### config.mk
export PLATFORM = sky130hd
export DESIGN_NAME = bcd_digit_add
export DESIGN_NICKNAME = d
export VERILOG_FILES = /design/src/rtl/bcd_digit_pkg.sv /design/src/rtl/bcd_cm_cell.sv /design/src/rtl/bcd_bin_stage.sv /design/src/rtl/bcd_ovf_detect.sv /design/src/rtl/bcd_fix_sel.sv /design/src/rtl/bcd_digit_add.sv
export SDC_FILE = /design/constraint.sdc
export NUM_CORES = 1
export LEC_CHECK = 0
export ABC_AREA = 1
export CAP_MARGIN = 20
export CORE_AREA = 8 8 45 47
export DETAILED_ROUTE_END_ITERATION = 8
export DIE_AREA = 0 0 53 55
export PLACE_DENSITY_LB_ADDON = 0.12
export SYNTH_ARGS = -nofsm -noshare
export SYNTH_HDL_FRONTEND = slang
export SYNTH_HIERARCHICAL = 1
export SYNTH_SLANG_ARGS = --single-unit
export TNS_END_PERCENT = 10
### constraint.sdc
create_clock -name vclk -period 5.3
set_clock_uncertainty 0.1 [all_clocks]
set_input_delay 1.325 -clock vclk [all_inputs]
set_output_delay 1.325 -clock vclk [all_outputs]
set_load 0.1 [all_outputs]
### src/rtl/bcd_digit_pkg.sv
package bcd_digit_pkg;
  parameter int DIG_W = 4;
  localparam int MAX_DIGIT = 9;

  typedef logic [DIG_W-1:0] digit_t;

  typedef struct packed {
    logic p;
    logic g;
  } pg_t;
endpackage

### src/rtl/bcd_cm_cell.sv
// Merges two bit positions' propagate/generate with an incoming carry.
module bcd_cm_cell
  import bcd_digit_pkg::*;
(
  input  pg_t  lo_i,
  input  pg_t  hi_i,
  input  logic c_i,
  output logic c_o
);
  assign c_o = hi_i.g | (hi_i.p & (lo_i.g | (lo_i.p & c_i)));
endmodule

### src/rtl/bcd_bin_stage.sv
module bcd_bin_stage
  import bcd_digit_pkg::*;
(
  input  digit_t a_i,
  input  digit_t b_i,
  input  logic   cin_i,
  output digit_t s_o,
  output logic   c_o
);
  localparam int PAIRS = DIG_W / 2;

  pg_t           pg [DIG_W];
  logic [DIG_W:0] c;

  assign c[0] = cin_i;

  for (genvar i = 0; i < DIG_W; i++) begin : g_pg
    assign pg[i].p = a_i[i] ^ b_i[i];
    assign pg[i].g = a_i[i] & b_i[i];
    assign s_o[i]  = pg[i].p ^ c[i];
  end

  for (genvar k = 0; k < PAIRS; k++) begin : g_pair
    // odd carry from the low bit alone, even carry merged over the pair
    assign c[2*k+1] = pg[2*k].g | (pg[2*k].p & c[2*k]);
    bcd_cm_cell u_cm (
      .lo_i (pg[2*k]),
      .hi_i (pg[2*k+1]),
      .c_i  (c[2*k]),
      .c_o  (c[2*k+2])
    );
  end

  assign c_o = c[DIG_W];
endmodule

### src/rtl/bcd_ovf_detect.sv
module bcd_ovf_detect
  import bcd_digit_pkg::*;
(
  input  digit_t s_i,
  input  logic   c_i,
  output logic   ovf_o
);
  // binary result >= 10
  assign ovf_o = c_i | (s_i[3] & (s_i[2] | s_i[1]));
endmodule

### src/rtl/bcd_fix_sel.sv
module bcd_fix_sel
  import bcd_digit_pkg::*;
(
  input  digit_t s_i,
  input  logic   ovf_i,
  output digit_t d_o
);
  digit_t fix;

  // low four bits of s + 6, without an adder
  assign fix[0] = s_i[0];
  assign fix[1] = ~s_i[1];
  assign fix[2] = ~(s_i[2] ^ s_i[1]);
  assign fix[3] = s_i[3] ^ (s_i[2] | s_i[1]);

  assign d_o[0] = s_i[0];
  for (genvar i = 1; i < DIG_W; i++) begin : g_mux
    assign d_o[i] = ovf_i ? fix[i] : s_i[i];
  end
endmodule

### src/rtl/bcd_digit_add.sv
module bcd_digit_add
  import bcd_digit_pkg::*;
(
  input  logic [3:0] a_i,
  input  logic [3:0] b_i,
  input  logic       cin_i,
  output logic [3:0] sum_o,
  output logic       cout_o
);
  digit_t s_bin;
  logic   c_bin;
  logic   ovf;

  bcd_bin_stage u_bin (
    .a_i   (a_i),
    .b_i   (b_i),
    .cin_i (cin_i),
    .s_o   (s_bin),
    .c_o   (c_bin)
  );

  bcd_ovf_detect u_ovf (
    .s_i   (s_bin),
    .c_i   (c_bin),
    .ovf_o (ovf)
  );

  bcd_fix_sel u_fix (
    .s_i   (s_bin),
    .ovf_i (ovf),
    .d_o   (sum_o)
  );

  assign cout_o = ovf;
endmodule

# Word-level counts from Yosys, hierarchy flattened

Cells that the tools add are included.

Memories: 0
Bits in latches: 0
Bits in writable memories: 0
Word-level logic and storage cells: 30
Output and inout bits: 5
Input bits: 9
Bits in read-only memories: 0
Register bits: 0

Equality and inequality tests: 0
Mux-type cells: 3
Shift operators: 0
Reductions and logical operators: 0
$lt $le $gt $ge: 0
Multiply operators: 0
Divide/modulo/power cells: 0
Bitwise operators: 27
Add/sub/neg operators: 0

Operators with widths:

| kind              | count |
|---|---|
| 1-bit bitwise XOR | 10 |
| 1-bit AND         | 9 |
| 1-bit OR          | 6 |
| 1-bit two-way mux | 3 |
| 1-bit inverter    | 2 |

# Depth between registers and ports, before layout

Depth in word-level cells: 11
Gate-level depth with buffers: 15
Mapped depth without buffers: 15

# Modules after synthesis

Netlist, hierarchy kept.

Modules (own cells, without submodules):

| module         | cells each | area an instance (sq um) | instances | sequential area each (sq um) |
|---|---|---|---|---|
| bcd_bin_stage  | 16         | 127.6                    | 1         | 0.0 |
| bcd_fix_sel    | 14         | 72.6                     | 1         | 0.0 |
| bcd_cm_cell    | 6          | 22.5                     | 2         | 0.0 |
| bcd_ovf_detect | 3          | 12.5                     | 1         | 0.0 |

# Worst setup path after synthesis

Ideal clock, no wire load.

Path type: input-to-output
Start: input port a_i[0]
End: output port sum_o[2]
Path slack: -873 ps
Arrival time: 4748 ps
Cell stages on the path: 9
Path through: ha_1 nand2_1 nand2_1 nand2_1 nand2_1 fa_1 o21ai_1 nand2_1 a21oi_1

RTL lines:

| item                | RTL line            | source |
|---|---|---|
| start: declaration  | bcd_digit_add.sv:4  | `input logic [3:0] a_i,` |
| 1-bit bitwise XOR   | bcd_bin_stage.sv:18 | `assign pg[i].p = a_i[i] ^ b_i[i];` |
| 1-bit AND           | bcd_cm_cell.sv:10   | `assign c_o = hi_i.g \| (hi_i.p & (lo_i.g \| (lo_i.p & c_i)));` |
| 1-bit OR *          | bcd_cm_cell.sv:10   |  |
| 1-bit AND *         | bcd_cm_cell.sv:10   |  |
| 1-bit OR *          | bcd_cm_cell.sv:10   |  |
| net u_bin.c[2]      | bcd_bin_stage.sv:13 | `logic [DIG_W:0] c;` |
| 1-bit bitwise XOR * | bcd_bin_stage.sv:20 | `assign s_o[i] = pg[i].p ^ c[i];` |
| net s_bin[2]        | bcd_digit_add.sv:10 | `digit_t s_bin;` |
| 1-bit OR *          | bcd_ovf_detect.sv:9 | `assign ovf_o = c_i \| (s_i[3] & (s_i[2] \| s_i[1]));` |
| 1-bit AND *         | bcd_ovf_detect.sv:9 |  |
| 1-bit OR *          | bcd_ovf_detect.sv:9 |  |
| net cout_o          | bcd_digit_add.sv:8  | `output logic cout_o` |
| 1-bit two-way mux * | bcd_fix_sel.sv:18   | `assign d_o[i] = ovf_i ? fix[i] : s_i[i];` |
| end: declaration    | bcd_digit_add.sv:7  | `output logic [3:0] sum_o,` |

Mark *: on every way through the listed nets, which the timed path passes. The rest lies on a longest branch.

==> impl_metrics.tcl <==
set metrics [dict create \
    outcome "completed" \
    drt_iter0_markers 0 \
    synthDominantCellAreaShare_pct 26.2 \
    setup_viol 0 \
    cp-endpoint "sum_o[1]" \
    grt_start_max_net_pins 7 \
    vias 280 \
    antenna_found_initial 0 \
    holdBufCountCts 0 \
    synth_area_leader_cell "nand2_1" \
    worst_ir_drop_vdd_mv 0.0880 \
    routed_via_density 3.64 \
    nClkBuffers 0 \
    intPower_w 0.0000699 \
    p_total_w 0.000185 \
    finish.net_count 79 \
    die_x_um 53 \
    ys_top_cells_by_count "18 x nand2_1, 14 x inv_1, 5 x ha_1, 2 x fa_1" \
    grt_usage_pct 3.60 \
    seq_area_sq_um 0 \
    drive_gt1_share_pct 18.0 \
    globalRouteMet1Util_pct 5.15 \
    row_count 14 \
    fillers 145 \
    die_h_um 55 \
    rsz0062_at_grt "false" \
    antenna_left 0 \
    initial_utilization_pct 18.6 \
    ys_warn_count 6 \
    sw_frac_of_total_pct 62.2 \
    grt_overflow 0 \
    timing.fmax_ghz 0.199 \
    cp_max_fo 5 \
    hp-class "in2out" \
    hpwl_um 494 \
    synth_area_sq_um 258 \
    switching_power_w 0.000115 \
    start_kind "input port" \
    postSynthCellCount 45 \
    syn_nets 61 \
    cap_violations 0 \
    first_global_vias 238 \
    post_cts_buffers 0 \
    grt_pass1_wl_um 897 \
    p_per_area_nw_per_um2 359 \
    power_frac_seq_pct 0 \
    drt_first_pass_iters 1 \
    final_hold_viol_count 0 \
    power_frac_comb_pct 100.0 \
    synthToLayoutAreaGrowth_pct 100 \
    die_area_sq_um 2920 \
    post-route-min-period_ns 5.01 \
    fin_setup_tns_ns 0 \
    numPortBuffers 14 \
    cp.required_ns 3.88 \
    cts_resized 0 \
    yosysMostFrequentCell "nand2_1" \
    use_met3_pct 0 \
    wire_per_inst_um 6.65 \
    crit_path_end_kind "output port" \
    finalCritPeriodShare_pct 94.6 \
    flops_and_latches 0 \
    use_met2_pct 6.25 \
    max_slew_margin_pct 81.5 \
    synth_area_leaders "nand2_1 26%, ha_1 24%, inv_1 20%" \
    multiInputGateArea_sq_um 230 \
    ios 14 \
    worst-setup-path-type "in2out" \
    slew_viol_final 0 \
    worst_pin_slew_ns 0.279 \
    synth.distinct_cells 10 \
    top_usage_layer "met2" \
    p_leak_nw 0.283 \
    ys_seq_area_share_pct 0 \
    clockPowerShare_pct 0 \
    n_antenna_cell 0 \
    cp.arrival_ns 3.59 \
    wl_um 512 \
    core_sq_um 1380 \
    worst_setup_path_startpoint "a_i[0]" \
    drc 0 \
    gp_congestion 0.653 \
    postSynthAreaPerCell_sq_um 5.73 \
]
cells in the final DEF (no fill, tap or decap), drive strengths merged:
master          n
inv            14
a21oi           1
nand3           1
nor2            1
xor2            1
clkdlybuf4s50   9
ha              5
fa              2
buf             8
o21ai           1
nand2          18
worst min-delay path by stage:
stage                      from       end  depth (start not counted)  slack [ns]
after floorplan           cin_i  sum_o[0]                          2        2.96
final                     cin_i  sum_o[0]                          3        3.48
after global placement    cin_i  sum_o[0]                          3        3.50
after global routing      cin_i  sum_o[0]                          3        3.53
after CTS                 cin_i  sum_o[0]                          3        3.49
after detailed placement  cin_i  sum_o[0]                          3        3.49
worst max-delay path, cell delays in order:
cell and delay, ns:
clkdlybuf4s50_1 0.45, ha_1 0.31, nand2_1 0.07, nand2_1 0.04, nand2_1 0.05, nand2_1 0.07
fa_1 0.39, inv_1 0.07, nand2_1 0.04, nand2_1 0.09, o21ai_1 0.08, nand2_2 0.14
buf_12 0.12, xor2_4 0.16, buf_12 0.19
cell families (layout without fill, tap and decap cells):
kind of cell / Yosys count / count (layout) / synth area share [%]
xor+xnor: 1 / 1 / 3.40
compound gates: 2 / 2 / 3.88
buf+inv: 15 / 31 / 23.3
simple gates: 20 / 20 / 29.6
fa+ha+maj: 7 / 7 / 39.8
through the flow:
| step | utilization [%] | hold slack, ns | instances | instance area (sq um) | worst slack (ns) |
|---|---|---|---|---|---|
| 2_1_floorplan | - | 2.96 | 45 | 290 | 0.142 |
| 3_3_place_gp | 34.7 | 3.50 | 74 | 480 | 0.224 |
| 3_5_place_dp | 34.7 | 3.49 | 74 | 480 | 0.195 |
| 4_1_cts | 34.7 | 3.49 | 74 | 480 | 0.192 |
| 5_1_grt | 37.3 | 3.53 | 77 | 515 | 0.0600 |
| 6_report | 37.3 | 3.48 | 77 | 515 | 0.286 |
power groups by stage:
stage	registers, W	clock network (W)	logic, W
final	0	0	0.000185
after global routing	0	0	0.000195
after CTS	0	0	0.000176
after detailed placement	0	0	0.000176
after global placement	0	0	0.000175
after floorplan	0	0	0.000119
final cells by class:
| cell class | instances | area share (%) |
|---|---|---|
| multi-input cells | 30 | 44.7 |
| well taps | 16 | 3.88 |
| repair buffers | 17 | 41.3 |
| inverters | 14 | 10.2 |
routing by layer:
metal	routed length, um	up-vias	share of wire (%)
met5	0	-	0
met2	240	7	47
met3	30	0	5.9
met4	0	0	0
met1	241	112	47
li1	-	161	-
Note: power is estimated with default switching activity, not from simulation.
